[config.mk]
export PLATFORM = sky130hd
export DESIGN_NAME = fbw_sequencer
export DESIGN_NICKNAME = d
export VERILOG_FILES = /design/src/rtl/fbw_pkg.sv /design/src/rtl/fbw_stage_mem.sv /design/src/rtl/fbw_addr_window.sv /design/src/rtl/fbw_commit.sv /design/src/rtl/fbw_sequencer.sv
export SDC_FILE = /design/constraint.sdc
export NUM_CORES = 1
export LEC_CHECK = 0
export BUFFER_PORTS_ARGS = -buffer_cell sky130_fd_sc_hd__buf_4
export CAP_MARGIN = 20
export CORE_ASPECT_RATIO = 2
export CORE_MARGIN = 2
export CORE_UTILIZATION = 55
export CTS_CLUSTER_SIZE = 28
export DETAILED_ROUTE_END_ITERATION = 6
export PLACE_DENSITY = 0.78
export SKIP_LAST_GASP = 1
export SLEW_MARGIN = 20
export SYNTH_ARGS = -nofsm -noshare
export SYNTH_HDL_FRONTEND = slang
export SYNTH_SLANG_ARGS = --single-unit
[constraint.sdc]
create_clock -name clk -period 4.53 [get_ports clk]
set_input_delay 0.906 -clock clk [delete_from_list [all_inputs] [get_ports clk]]
set_output_delay 0.906 -clock clk [all_outputs]
set_load 0.005 [all_outputs]
[src/rtl/fbw_pkg.sv]
package fbw_pkg;

  typedef enum logic [2:0] {
    S_IDLE,
    S_COUNT,
    S_DATA,
    S_CONFIRM,
    S_COMMIT
  } seq_state_t;

  localparam logic [7:0] OP_BUF_WRITE = 8'hE8;
  localparam logic [7:0] OP_CONFIRM   = 8'hD0;

  // status register bit positions
  localparam int ST_READY = 7;
  localparam int ST_ERR_A = 5;
  localparam int ST_ERR_B = 4;
  localparam logic [7:0] ST_FAULT_SET = 8'hB0;  // ready plus both error flags

  // extended status
  localparam logic [7:0] XST_AVAIL = 8'h80;

endpackage

[src/rtl/fbw_stage_mem.sv]
// Staging buffer: one write port, one registered read port. Slots never
// written since the last clear read back as all ones.
module fbw_stage_mem #(
  parameter int DEPTH_LOG2 = 5,
  parameter int DW         = 8
) (
  input  logic                  clk,
  input  logic                  rst,
  input  logic                  clr,
  input  logic                  we,
  input  logic [DEPTH_LOG2-1:0] waddr,
  input  logic [DW-1:0]         wdata,
  input  logic [DEPTH_LOG2-1:0] raddr,
  output logic [DW-1:0]         rdata
);
  localparam int DEPTH = 1 << DEPTH_LOG2;

  logic [DW-1:0]    mem [DEPTH];
  logic [DEPTH-1:0] filled_q;
  logic [DW-1:0]    rd_q;
  logic             rd_filled_q;

  // data array kept free of reset so it maps to block RAM
  always_ff @(posedge clk) begin
    if (we) mem[waddr] <= wdata;
    rd_q <= mem[raddr];
  end

  always_ff @(posedge clk) begin
    if (rst || clr) begin
      filled_q    <= '0;
      rd_filled_q <= 1'b0;
    end else begin
      if (we) filled_q[waddr] <= 1'b1;
      rd_filled_q <= filled_q[raddr];
    end
  end

  assign rdata = rd_filled_q ? rd_q : {DW{1'b1}};

endmodule

[src/rtl/fbw_addr_window.sv]
// Address rule for one data cycle: erase-block match on the first byte,
// window [base, base+last_off] on the rest.
module fbw_addr_window #(
  parameter int ADDR_W = 8,
  parameter int BLK_W  = 6,
  parameter int CNT_W  = 5
) (
  input  logic [ADDR_W-1:0] addr,
  input  logic [ADDR_W-1:0] base,
  input  logic [CNT_W-1:0]  last_off,
  input  logic              first,
  output logic              ok,
  output logic [CNT_W-1:0]  off
);
  logic              same_blk;
  logic [ADDR_W-1:0] diff;
  logic              in_win;

  generate
    if (BLK_W >= ADDR_W) begin : g_one_block
      assign same_blk = 1'b1;
    end else begin : g_blocks
      assign same_blk = (addr[ADDR_W-1:BLK_W] == base[ADDR_W-1:BLK_W]);
    end
  endgenerate

  always_comb begin
    diff   = addr - base;
    in_win = (addr >= base) && (diff <= ADDR_W'(last_off));
    ok     = first ? same_blk : in_win;
    off    = first ? '0 : diff[CNT_W-1:0];
  end

endmodule

[src/rtl/fbw_commit.sv]
// Commit pipeline: issue array read, merge with staged byte, drive write.
// One byte per clock; the write for index k appears two cycles after its read.
module fbw_commit #(
  parameter int ADDR_W = 8,
  parameter int CNT_W  = 5
) (
  input  logic              clk,
  input  logic              rst,
  input  logic              start,
  input  logic [ADDR_W-1:0] base,
  input  logic [CNT_W-1:0]  last_off,
  output logic [CNT_W-1:0]  buf_raddr,
  input  logic [7:0]        buf_rdata,
  output logic [ADDR_W-1:0] arr_raddr,
  input  logic [7:0]        arr_rdata,
  output logic              arr_we,
  output logic [ADDR_W-1:0] arr_waddr,
  output logic [7:0]        arr_wdata,
  output logic              done
);
  logic              rd_vld_q, rd_last_q;
  logic [CNT_W-1:0]  idx_q;
  logic              mg_vld_q, mg_last_q;
  logic [ADDR_W-1:0] mg_addr_q;

  assign buf_raddr = idx_q;

  always_ff @(posedge clk) begin
    if (rst) begin
      rd_vld_q  <= 1'b0;
      rd_last_q <= 1'b0;
      idx_q     <= '0;
      arr_raddr <= '0;
      mg_vld_q  <= 1'b0;
      mg_last_q <= 1'b0;
      mg_addr_q <= '0;
      arr_we    <= 1'b0;
      arr_waddr <= '0;
      arr_wdata <= '0;
      done      <= 1'b0;
    end else begin
      // stage 2: merge and drive write
      arr_we    <= mg_vld_q;
      arr_waddr <= mg_addr_q;
      arr_wdata <= arr_rdata & buf_rdata;
      done      <= mg_vld_q && mg_last_q;
      // stage 1: data in flight from both memories
      mg_vld_q  <= rd_vld_q;
      mg_last_q <= rd_last_q;
      mg_addr_q <= arr_raddr;
      // stage 0: read issue
      if (start) begin
        rd_vld_q  <= 1'b1;
        idx_q     <= '0;
        arr_raddr <= base;
        rd_last_q <= (last_off == '0);
      end else if (rd_vld_q) begin
        if (rd_last_q) begin
          rd_vld_q  <= 1'b0;
          rd_last_q <= 1'b0;
        end else begin
          idx_q     <= idx_q + CNT_W'(1);
          arr_raddr <= arr_raddr + ADDR_W'(1);
          rd_last_q <= ((idx_q + CNT_W'(1)) == last_off);
        end
      end
    end
  end

endmodule

[src/rtl/fbw_sequencer.sv]
// Buffered-write command sequencer (top).
// CNT_LOG2 must lie in 1..8 and be below ADDR_W.
module fbw_sequencer
  import fbw_pkg::*;
#(
  parameter int ADDR_W   = 8,
  parameter int BLK_W    = 6,
  parameter int CNT_LOG2 = 5
) (
  input  logic              clk,
  input  logic              rst,
  input  logic              cmd_we,
  input  logic [ADDR_W-1:0] cmd_addr,
  input  logic [7:0]        cmd_data,
  output logic [7:0]        stat_o,
  output logic [7:0]        xstat_o,
  output logic              xsel_o,
  output logic              busy_o,
  output logic [ADDR_W-1:0] arr_raddr,
  input  logic [7:0]        arr_rdata,
  output logic              arr_we,
  output logic [ADDR_W-1:0] arr_waddr,
  output logic [7:0]        arr_wdata
);
  localparam int          CNT_W   = CNT_LOG2;
  localparam int unsigned CNT_LIM = 1 << CNT_LOG2;

  seq_state_t        state_q;
  logic [7:0]        stat_q, xstat_q;
  logic              xsel_q, busy_q, used_q, first_q;
  logic [ADDR_W-1:0] base_q;
  logic [CNT_W-1:0]  last_q, rem_q;

  logic              win_ok;
  logic [CNT_W-1:0]  win_off;
  logic              count_ok, stage_we, stage_clr, commit_go, commit_done;
  logic [CNT_W-1:0]  stage_raddr;
  logic [7:0]        stage_rdata;

  assign count_ok  = (32'(cmd_data) < CNT_LIM);
  assign stage_we  = (state_q == S_DATA) && cmd_we && win_ok;
  assign stage_clr = (state_q == S_IDLE) && cmd_we && (cmd_data == OP_BUF_WRITE) && !used_q;
  assign commit_go = (state_q == S_CONFIRM) && cmd_we && (cmd_data == OP_CONFIRM);

  fbw_addr_window #(.ADDR_W(ADDR_W), .BLK_W(BLK_W), .CNT_W(CNT_W)) u_win (
    .addr     (cmd_addr),
    .base     (base_q),
    .last_off (last_q),
    .first    (first_q),
    .ok       (win_ok),
    .off      (win_off)
  );

  fbw_stage_mem #(.DEPTH_LOG2(CNT_LOG2), .DW(8)) u_stage (
    .clk   (clk),
    .rst   (rst),
    .clr   (stage_clr),
    .we    (stage_we),
    .waddr (win_off),
    .wdata (cmd_data),
    .raddr (stage_raddr),
    .rdata (stage_rdata)
  );

  fbw_commit #(.ADDR_W(ADDR_W), .CNT_W(CNT_W)) u_commit (
    .clk       (clk),
    .rst       (rst),
    .start     (commit_go),
    .base      (base_q),
    .last_off  (last_q),
    .buf_raddr (stage_raddr),
    .buf_rdata (stage_rdata),
    .arr_raddr (arr_raddr),
    .arr_rdata (arr_rdata),
    .arr_we    (arr_we),
    .arr_waddr (arr_waddr),
    .arr_wdata (arr_wdata),
    .done      (commit_done)
  );

  always_ff @(posedge clk) begin
    if (rst) begin
      state_q <= S_IDLE;
      stat_q  <= 8'h80;
      xstat_q <= 8'h00;
      xsel_q  <= 1'b0;
      busy_q  <= 1'b0;
      used_q  <= 1'b0;
      first_q <= 1'b0;
      base_q  <= '0;
      last_q  <= '0;
      rem_q   <= '0;
    end else begin
      unique case (state_q)
        S_IDLE: begin
          if (cmd_we && cmd_data == OP_BUF_WRITE) begin
            xsel_q <= 1'b1;
            if (!used_q) begin
              used_q  <= 1'b1;
              base_q  <= cmd_addr;
              xstat_q <= XST_AVAIL;
              state_q <= S_COUNT;
            end else begin
              xstat_q <= 8'h00;
            end
          end
        end
        S_COUNT: begin
          if (cmd_we) begin
            xsel_q <= 1'b0;
            if (count_ok) begin
              last_q           <= cmd_data[CNT_W-1:0];
              rem_q            <= cmd_data[CNT_W-1:0];
              first_q          <= 1'b1;
              stat_q[ST_READY] <= 1'b0;
              state_q          <= S_DATA;
            end else begin
              used_q  <= 1'b0;
              stat_q  <= stat_q | ST_FAULT_SET;
              state_q <= S_IDLE;
            end
          end
        end
        S_DATA: begin
          if (cmd_we) begin
            if (win_ok) begin
              first_q <= 1'b0;
              if (first_q) base_q <= cmd_addr;
              if (rem_q == '0) state_q <= S_CONFIRM;
              else             rem_q   <= rem_q - CNT_W'(1);
            end else begin
              first_q <= 1'b0;
              used_q  <= 1'b0;
              stat_q  <= stat_q | ST_FAULT_SET;
              state_q <= S_IDLE;
            end
          end
        end
        S_CONFIRM: begin
          if (cmd_we) begin
            if (cmd_data == OP_CONFIRM) begin
              busy_q  <= 1'b1;
              state_q <= S_COMMIT;
            end else begin
              used_q  <= 1'b0;
              stat_q  <= stat_q | ST_FAULT_SET;
              state_q <= S_IDLE;
            end
          end
        end
        S_COMMIT: begin
          if (cmd_we && cmd_data == OP_BUF_WRITE) begin
            xstat_q <= 8'h00;
            xsel_q  <= 1'b1;
          end
          if (commit_done) begin
            busy_q           <= 1'b0;
            used_q           <= 1'b0;
            stat_q[ST_READY] <= 1'b1;
            state_q          <= S_IDLE;
          end
        end
        default: state_q <= S_IDLE;
      endcase
    end
  end

  assign stat_o  = stat_q;
  assign xstat_o = xstat_q;
  assign xsel_o  = xsel_q;
  assign busy_o  = busy_q;

endmodule

==> flow_metrics.py, run 1 <==
metrics = {
    "setup_path": {
        "r2r_slack_ns": 0.82,
        "rr_startpoint": "base_q[1]",
        "cp_slowest_cell": "fa_1",
        "cp.depth": 17,
        "reg2reg_depth": 15,
        "end_kind": "flop",
        "critPathMaxFanout": 9,
        "cpPeakStageDelay_ns": 0.41,
        "cp_top_family": "simple AND/OR/NAND/NOR gates",
        "startpoint": "cmd_addr[0]",
        "crit_path_start_kind": "primary input",
        "cp_cell_sequence": "buf_4, inv_1, ha_1, fa_1, nor2b_1, o21ai_0, nand2b_1, xor2_1, ha_1, mux2i_1, a21o_1, o211ai_1, nor4_4, buf_4, nand3_1, nor2_1, buf_4",
        "cp.arrival_ns": 4.09,
        "cpMostUsedCell": "buf_4",
        "critPathBufInv": 4,
        "crit_type": "in2reg",
        "crit_end": "u_stage.mem[17][5]",
        "regToRegEndpoint": "u_stage.mem[17][5]",
        "cp.required_ns": 4.80,
    },
    "pwr": {
        "ir_worst_vdd_mv": 0.380,
        "swShare_pct": 19.9,
        "p_per_area_nw_per_um2": 396,
        "clkPwrFrac_pct": 43.3,
        "p_int_uw": 5380,
        "combPwrFrac_pct": 3.1,
        "seqPwrFrac_pct": 53.7,
        "switching_power_uw": 1340,
        "leakage_uw": 0.00576,
    },
    "finish": {
        "diodes": 0,
        "fin_nets": 1053,
        "drive_above_1_share_pct": 25.4,
        "fill_cells": 1804,
        "syn2layout_area_growth_pct": 14.2,
    },
    "synth": {
        "synth_seq_cells": 368,
        "synthCells": 922,
        "syn_avg_cell_area_sq_um": 16.1,
        "yosysWarnings": 0,
        "synthArstFlopShare_pct": 0,
        "syn-cell-area_sq_um": 14800,
        "yosysSeqAreaShare_pct": 66.9,
        "synth_flop_cell": "edfxtp_1",
        "synth_cell_type_count": 55,
        "synth_edf_count": 256,
    },
    "placement": {
        "dp_hpwl_microns": 21000,
        "place_congestion": 0.860,
        "port_buffers": 57,
        "place_ws_ns": 0.189,
    },
    "clocking": {
        "htreeDepth": 1,
        "cts.clk_slew.worst_paths_ns": 0.07,
        "clock_latency_ns": 0.57,
        "cts_tree": "built",
        "postCtsHoldBufs": 0,
        "ctsRootBufferMaster": "clkbuf_16",
        "postCtsSetupBuffers": 0,
        "clock_sinks": 368,
        "cts-resized-gates": 0,
        "cts-buffers-inserted": 30,
        "cts.path.max_buffers": 3,
    },
    "global_route": {
        "grtUsageTotal_pct": 23.5,
        "grt_start_max_net_pins": 77,
        "antenna_found_initial": 0,
        "grt.overflow.total": 0,
        "grt_pass1_vias": 8572,
        "grt_pass1_wl_microns": 50300,
    },
    "routing": {
        "antenna_left": 0,
        "drtIter0Drc": 860,
        "routed_wl_microns": 32700,
        "firstDrtPassIters": 5,
        "wire_per_inst_microns": 23.7,
        "vias_per_cell": 6.12,
        "drc": 0,
        "num_vias": 8436,
    },
    "min_path": {
        "hp-start": "u_commit.mg_addr_q[4]",
        "hold_class": "reg2reg",
    },
    "sta": {
        "finalWorstPathRequiredPeriod_ns": 3.82,
        "fin_setup_tns_ns": 0,
        "timing.final.crit_share_pct": 84.3,
        "drv_slew": 0,
        "rsz0062_at_grt": "no",
        "hold_violations": 0,
        "fin_ws_ns": 0.712,
        "skew_ns": 0.0103,
        "worst_slew_pin_slew_ns": 0.892,
        "fmax_mhz": 262,
        "maxSlewHeadroom_pct": 40.4,
        "finalSetupViolCount": 0,
    },
    "floorplan": {
        "die_h_microns": 236,
        "die_area_sq_um": 28400,
        "ios": 70,
        "die_w_microns": 120,
        "start_util_pct": 55.6,
        "rows": 85,
        "coreArea_sq_um": 26700,
    },
    "job": {
        "cap_violations": 0,
    },
    "outcome": {
        "status": "finished clean",
    },
}
-- stage by stage --
step	instance area [sq um]	hold slack (ns)	total power, uW	util [%]	cells
finish	17000	0.437	6710	63.5	1379
global route	17000	0.457	6870	63.5	1379
CTS	16900	0.443	6730	63.4	1378
detailed placement	15800	0.425	3880	59.2	1322
global placement	15800	0.413	3880	59.2	1322
floorplan	14900	0.406	3780	-	933
-- how the worst min path moves through the flow --
stage,end,slack [ns],depth (start not counted)
CTS,u_commit.arr_waddr[4],0.44,1
global placement,u_commit.done,0.41,1
finish,u_commit.arr_waddr[4],0.44,1
floorplan,u_commit.done,0.41,1
detailed placement,u_commit.arr_waddr[4],0.42,1
global route,u_commit.arr_waddr[4],0.46,1
-- area by class of cell --
class	instances	area (sq um)	share of cell area [%]
flip-flops and latches	368	9940	58.6
multi-input cells	484	4600	27.1
clock buffers	32	779	4.60
repair buffers	99	776	4.57
well taps	348	435	2.57
clock inverters	24	340	2.01
inverters	24	90.1	0.531
-- per-layer routing --
metal / track usage (%) / wire length (microns)
met1: 32.6 / 12900
met2: 38.0 / 16300
met3: 4.30 / 2530
met4: 7.31 / 857
met5: 0 / 0
-- Yosys cell counts, types with 6 or more instances --
master | count | area [sq um]
o21a_1 | 31 | 233
a211oi_1 | 11 | 82.6
inv_1 | 24 | 90.1
mux2_2 | 9 | 101
mux4_2 | 90 | 2030
buf_2 | 10 | 50.1
a21oi_1 | 24 | 120
mux2i_1 | 14 | 140
buf_1 | 7 | 26.3
nand2_1 | 27 | 101
nor2b_1 | 34 | 213
nor2_1 | 73 | 274
xor2_1 | 12 | 105
dfxtp_1 | 112 | 2240
o21ai_0 | 10 | 50.1
edfxtp_1 | 256 | 7690
a21o_1 | 6 | 45.0
nand3_1 | 20 | 100
ha_1 | 18 | 225
nor3b_1 | 9 | 67.6
buf_4 | 14 | 105
nor3_1 | 12 | 60.1
xnor2_1 | 11 | 96.3
clkbuf_1 | 26 | 97.6
-- state kept, by name (all words and copies together) (netlist names), 2 cells and up --
register,flops
u_commit.mg_addr_q,8
u_commit.arr_raddr,8
u_stage.rd_q,8
rem_q,5
u_stage.mem,256
stat_o,2
u_stage.filled_q,32
u_commit.buf_raddr,5
last_q,5
u_commit.arr_wdata,8
u_commit.arr_waddr,8
base_q,8
state_q,3
-- power by group through the flow --
stage,combinational (uW),clock (uW),sequential [uW]
final,207,2900,3600
after global routing,225,3050,3600
after CTS,204,2930,3600
after detailed placement,204,0,3680
after global placement,198,0,3680
after floorplan,104,0,3680
-- layout by cell type, fill, tap and decap left out, types with 10 or more instances in the layout --
| master | n |
|---|---|
| dfxtp_1 | 109 |
| nor2_1 | 73 |
| nand2_1 | 27 |
| buf_4 | 97 |
| clkbuf_16 | 31 |
| inv_1 | 23 |
| ha_1 | 18 |
| o21a_1 | 31 |
| nand3_1 | 20 |
| nor2b_1 | 34 |
| nor3_1 | 12 |
| conb_1 | 12 |
| a21oi_1 | 24 |
| edfxtp_1 | 256 |
| o21ai_0 | 10 |
| xor2_1 | 12 |
| a211oi_1 | 11 |
| mux2i_1 | 14 |
| xnor2_1 | 11 |
| mux4_2 | 90 |
-- kinds of logic after synthesis --
| kind of cell | after synthesis | share of synthesized area (%) |
|---|---|---|
| AO/OA/AOI/OAI | 108 | 4.97 |
| multiplexers | 113 | 15.3 |
| XOR/XNOR | 23 | 1.36 |
| other | 1 | 0.0253 |
| AND/OR/NAND/NOR | 209 | 7.36 |
| flip-flops | 368 | 66.9 |
| buffers and inverters | 81 | 2.49 |
| adder cells (fa/ha/maj) | 19 | 1.65 |
(Power assumes the default switching activity.)
==> inputs of run 2 (changes only) <==
Clock period 4.53 ns to 3.5 ns, I/O delays scaled along.
==> flow_metrics.py, run 2 (same netlist as run 1, synthesis figures left out) <==
metrics = {
    "setup_path": {
        "critPathBufInv": 2,
        "startpoint": "base_q[0]",
        "end_kind": "flop",
        "cp_cell_sequence": "ha_4, fa_2, nor2b_2, o21ai_1, nand2b_1, xor2_2, ha_1, mux2i_1, a21o_1, o211ai_1, nor4_4, buf_12, nand3_2, nor2_4, buf_12",
        "regToRegEndpoint": "u_stage.mem[15][2]",
        "r2r_slack_ns": 0.09,
        "crit_path_start_kind": "flop",
        "cp_top_family": "simple AND/OR/NAND/NOR gates",
        "rr_startpoint": "base_q[0]",
        "critPathMaxFanout": 9,
        "crit_end": "u_stage.mem[15][2]",
        "reg2reg_depth": 15,
        "cpMostUsedCell": "buf_12",
        "crit_type": "reg2reg",
        "cp_slowest_cell": "dfxtp_2",
        "cp.required_ns": 3.78,
        "cpPeakStageDelay_ns": 0.36,
        "cp.arrival_ns": 3.69,
        "cp.depth": 15,
    },
    "placement": {
        "port_buffers": 57,
        "place_congestion": 0.879,
        "dpl.cell_count": 1358,
        "dp_hpwl_microns": 21100,
        "place_area_sq_um": 16600,
    },
    "clocking": {
        "cts.path.max_buffers": 3,
        "cts.clk_slew.worst_paths_ns": 0.07,
        "htreeDepth": 1,
        "ctsRootBufferMaster": "clkbuf_16",
        "cts_tree": "built",
        "cts-buffers-inserted": 31,
        "clock_latency_ns": 0.57,
        "postCtsHoldBufs": 0,
        "clock_sinks": 368,
    },
    "floorplan": {
        "coreArea_sq_um": 26700,
        "ios": 70,
        "die_w_microns": 120,
        "rows": 85,
        "die_area_sq_um": 28400,
        "start_util_pct": 55.6,
        "die_h_microns": 236,
    },
    "global_route": {
        "grt_start_max_net_pins": 60,
        "grtUsageTotal_pct": 24.4,
        "grt_pass1_vias": 8842,
        "antenna_found_initial": 0,
        "grt.overflow.total": 0,
        "grt_pass1_wl_microns": 52000,
    },
    "sta": {
        "timing.final.crit_share_pct": 97.4,
        "skew_ns": 0.0120,
        "worst_slew_pin_slew_ns": 1.02,
        "drv_slew": 0,
        "finalWorstPathRequiredPeriod_ns": 3.41,
        "fmax_mhz": 293,
        "rsz0062_at_grt": "yes",
        "hold_violations": 0,
        "maxSlewHeadroom_pct": 31.7,
        "finalSetupViolCount": 0,
    },
    "routing": {
        "drtIter0Drc": 907,
        "firstDrtPassIters": 5,
        "wire_per_inst_microns": 23.9,
        "drc": 0,
        "vias_per_cell": 6.06,
        "routed_wl_microns": 34000,
        "num_vias": 8621,
        "antenna_left": 0,
    },
    "pwr": {
        "p_per_area_nw_per_um2": 483,
        "fin_total_pwr_uw": 8670,
        "leakage_uw": 0.00604,
        "ir_worst_vdd_mv": 0.476,
    },
    "finish": {
        "instances_no_fill": 1423,
        "drive_above_1_share_pct": 33.3,
        "final_common_cell": "edfxtp_1",
        "reg.largest.list": "u_stage.mem (256), u_stage.filled_q (32)",
        "diodes": 0,
        "regMostFlops": "u_stage.mem",
        "layout_common_cells": "edfxtp_1 (256), buf_4 (115), dfxtp_1 (109), mux4_2 (90), nor2_1 (43)",
        "finalInstanceArea_sq_um": 17900,
        "fin_nets": 1098,
        "syn2layout_area_growth_pct": 20.8,
        "largest_register_ffs": 256,
        "fill_cells": 1673,
    },
    "outcome": {
        "status": "finished clean",
    },
    "job": {
        "cap_violations": 0,
    },
    "min_path": {
        "hold_depth": 3,
        "hold_class": "in2reg",
    },
}
-- run 2: cell types whose count changed in the layout (fill, tap and decap cells not counted), moves of 4 or more --
| cell | change |
|---|---|
| nor2_4 | +30 |
| nand3_1 | -7 |
| nand3_2 | +5 |
| bufinv_16 | -4 |
| nor2_1 | -30 |
| buf_12 | +23 |
| clkbuf_16 | +4 |
| buf_4 | +18 |
-- run 2: routing by layer --
layer	GRT usage, %	up-vias	wire, microns
met5	0	-	0
met4	7.81	0	736
met3	3.02	50	2330
met2	41.4	376	17900
met1	33.0	4402	13000
li1	-	3793	-
-- run 2: layout make-up --
cell class	count	area [sq um]	share of cell area, %
flip-flops and latches	368	9940	55.4
multi-input cells	487	5000	27.9
repair buffers	140	1360	7.55
clock buffers	41	928	5.18
well taps	348	435	2.43
clock inverters	15	179	0.997
inverters	24	103	0.572
-- run 2: per-stage QoR --
| stage | utilization (%) | worst slack [ns] | setup TNS (ns) | hold WS [ns] |
|---|---|---|---|---|
| after floorplan | - | -0.340 | -73.03 | 0.406 |
| after global placement | 62.3 | -0.298 | -69.91 | 0.417 |
| after detailed placement | 62.3 | -0.392 | -91.31 | 0.421 |
| after CTS | 66.5 | 0.0164 | 0 | 0.365 |
| after global routing | 67.2 | -0.0805 | -3.39 | 0.378 |
| final | 67.2 | 0.0899 | 0 | 0.381 |
-- run 2: what timing repair did --
item / 4_1_cts / 5_1_grt
setup buffers: 0 / 6
endpoints found under the setup margin: 0 / 228
hold endpoints to repair: 0 / 0
resized for setup: 0 / 15
-- run 2: worst min path at each step --
stage / from / endpoint / slack, ns
global route: cmd_addr[5] / base_q[5] / 0.38
CTS: cmd_addr[2] / base_q[2] / 0.37
finish: cmd_addr[7] / base_q[7] / 0.38
global placement: u_commit.mg_addr_q[0] / u_commit.arr_waddr[0] / 0.42
floorplan: u_commit.mg_last_q / u_commit.done / 0.41
detailed placement: u_commit.mg_addr_q[3] / u_commit.arr_waddr[3] / 0.42
-- run 2: where the power goes --
group          switching [uW]  internal [uW]
logic                     211            111
registers                11.1           4650
clock network            1530           2160
total                    1750           6920
-- run 2: worst register-to-register path: cells and delay by family (launching register included) --
kind / cells / cell delay [ns]
AND/OR/NAND/NOR: 5 / 0.98
AO/OA/AOI/OAI: 3 / 0.33
adder cells (fa/ha/maj): 3 / 0.77
multiplexers: 1 / 0.17
flip-flops: 1 / 0.36
XOR/XNOR: 1 / 0.17
buffers and inverters: 2 / 0.33
==> inputs of run 3 (changes only) <==
Settings changed: CORE_UTILIZATION 55 to 35, PLACE_DENSITY 0.78 to 0.55.
==> flow_metrics.py, run 3 (same netlist as run 1, synthesis figures left out) <==
metrics = {
    "outcome": {
        "status": "finished clean",
    },
    "setup_path": {
        "cpPeakStageDelay_ns": 0.33,
        "rr_startpoint": "base_q[1]",
        "regToRegEndpoint": "u_stage.mem[11][4]",
        "critPathMaxFanout": 9,
        "cp.required_ns": 3.71,
        "cp_cell_sequence": "inv_1, ha_1, nor2b_1, o21a_1, nor2_1, xnor2_1, ha_1, a211oi_2, a21o_1, o211ai_1, nor4_4, buf_12, nand3_2, buf_12, nor2_4",
        "startpoint": "base_q[1]",
        "crit_end": "u_stage.mem[11][4]",
        "reg2reg_depth": 15,
        "cp_slowest_cell": "dfxtp_1",
        "cp.depth": 15,
        "r2r_slack_ns": 0.17,
        "critPathBufInv": 3,
        "crit_type": "reg2reg",
        "end_kind": "flop",
        "cp_top_family": "simple AND/OR/NAND/NOR gates",
        "crit_path_start_kind": "flop",
        "cp.arrival_ns": 3.53,
    },
    "routing": {
        "num_vias": 8271,
        "firstDrtPassIters": 6,
        "drc": 0,
        "drtIter0Drc": 417,
        "vias_per_cell": 5.08,
        "antenna_left": 0,
        "routed_wl_microns": 37200,
        "wire_per_inst_microns": 22.8,
    },
    "finish": {
        "final_common_cell": "edfxtp_1",
        "syn2layout_area_growth_pct": 23.5,
        "regMostFlops": "u_stage.mem",
        "reg.largest.list": "u_stage.mem (256), u_stage.filled_q (32)",
        "fill_cells": 3712,
        "layout_common_cells": "edfxtp_1 (256), buf_4 (112), dfxtp_1 (110), mux4_2 (90), nor2_1 (43)",
        "largest_register_ffs": 256,
        "fin_nets": 1106,
        "drive_above_1_share_pct": 33.4,
    },
    "pwr": {
        "combPwrFrac_pct": 3.6,
        "swShare_pct": 21.1,
        "clkPwrFrac_pct": 42.8,
        "switching_power_uw": 1830,
        "p_int_uw": 6870,
        "leakage_uw": 0.00610,
        "p_per_area_nw_per_um2": 474,
        "ir_worst_vdd_mv": 0.420,
        "seqPwrFrac_pct": 53.6,
    },
    "clocking": {
        "ctsRootBufferMaster": "clkbuf_16",
        "postCtsHoldBufs": 0,
        "clock_latency_ns": 0.54,
        "cts-buffers-inserted": 34,
        "htreeDepth": 2,
        "cts.path.max_buffers": 3,
        "clock_sinks": 368,
        "cts_tree": "built",
        "cts.clk_slew.worst_paths_ns": 0.07,
    },
    "sta": {
        "drv_slew": 0,
        "skew_ns": 0.0271,
        "worst_slew_pin_slew_ns": 0.881,
        "rsz0062_at_grt": "yes",
        "hold_violations": 0,
        "fin_ws_ns": 0.172,
        "fin_setup_tns_ns": 0,
        "finalSetupViolCount": 0,
        "timing.final.crit_share_pct": 95.1,
        "fmax_mhz": 300,
        "maxSlewHeadroom_pct": 41.2,
        "finalWorstPathRequiredPeriod_ns": 3.33,
    },
    "floorplan": {
        "die_h_microns": 295,
        "die_w_microns": 150,
        "die_area_sq_um": 44200,
        "rows": 106,
        "start_util_pct": 35.5,
        "coreArea_sq_um": 41800,
        "ios": 70,
    },
    "min_path": {
        "hold_class": "in2reg",
    },
    "global_route": {
        "grt_start_max_net_pins": 51,
        "grt.overflow.total": 0,
        "grt_pass1_vias": 8702,
        "grt_pass1_wl_microns": 55300,
        "antenna_found_initial": 0,
        "grtUsageTotal_pct": 17.3,
    },
    "placement": {
        "place_ws_ns": -0.404,
        "dp_hpwl_microns": 26300,
        "place_congestion": 0.812,
        "port_buffers": 57,
    },
    "job": {
        "cap_violations": 0,
    },
}
-- run 3: power by group through the flow --
stage,logic [uW],registers [uW],clock network (uW)
2_1_floorplan,152,4760,0
6_report,316,4660,3720
5_1_grt,348,4660,3970
3_3_place_gp,311,4760,0
4_1_cts,316,4660,3830
3_5_place_dp,314,4760,0
-- run 3: timing repair --
item,CTS,global route
gates resized for setup,0,9
buffers inserted,0,1
endpoints found under the setup margin,0,169
-- run 3: worst min-delay path by stage --
stage	start	endpoint	depth (start not counted)
after floorplan	u_commit.mg_last_q	u_commit.done	1
after global placement	u_stage.filled_q[2]	u_stage.filled_q[2]	2
after detailed placement	u_commit.mg_addr_q[6]	u_commit.arr_waddr[6]	1
after CTS	cmd_addr[2]	base_q[2]	3
after global routing	cmd_data[2]	u_stage.mem[20][2]	1
final	cmd_addr[3]	base_q[3]	3
-- run 3: per-layer routing --
metal,vias to the layer above,global-route usage (%),part of all wire (%)
met2,170,35.1,59
li1,3829,-,-
met5,-,0,0
met4,0,6.92,3.8
met1,4212,17.5,34
met3,60,1.82,2.8
-- run 3: cell type report --
| class | instances | area [sq um] | area share, % |
|---|---|---|---|
| sequential | 368 | 9940 | 54.2 |
| multi-input combinational | 485 | 4960 | 27.1 |
| timing repair buffer | 147 | 1540 | 8.40 |
| clock buffer | 42 | 911 | 4.97 |
| tap | 540 | 676 | 3.68 |
| clock inverter | 20 | 206 | 1.13 |
| inverter | 24 | 103 | 0.559 |
| antenna | 2 | 5.00 | 0.0273 |
-- run 3: through the flow --
stage | hold slack [ns] | total power [uW] | instances | utilization, % | area, sq um
after floorplan | 0.406 | 4910 | 933 | - | 15200
after global placement | 0.429 | 5070 | 1562 | 41.0 | 17100
after detailed placement | 0.429 | 5070 | 1562 | 41.0 | 17100
after CTS | 0.381 | 8810 | 1624 | 43.7 | 18300
after global routing | 0.417 | 8980 | 1626 | 43.9 | 18300
final | 0.408 | 8700 | 1628 | 43.9 | 18300
-- run 3: worst reg2reg max path: stages (launching register included) --
cell and delay, ns:
dfxtp_1 0.33, inv_1 0.05, ha_1 0.27, nor2b_1 0.14, o21a_1 0.17, nor2_1 0.11, xnor2_1 0.16, ha_1 0.31
a211oi_2 0.24, a21o_1 0.16, o211ai_1 0.14, nor4_4 0.21, buf_12 0.19, nand3_2 0.11, buf_12 0.17, nor2_4 0.25
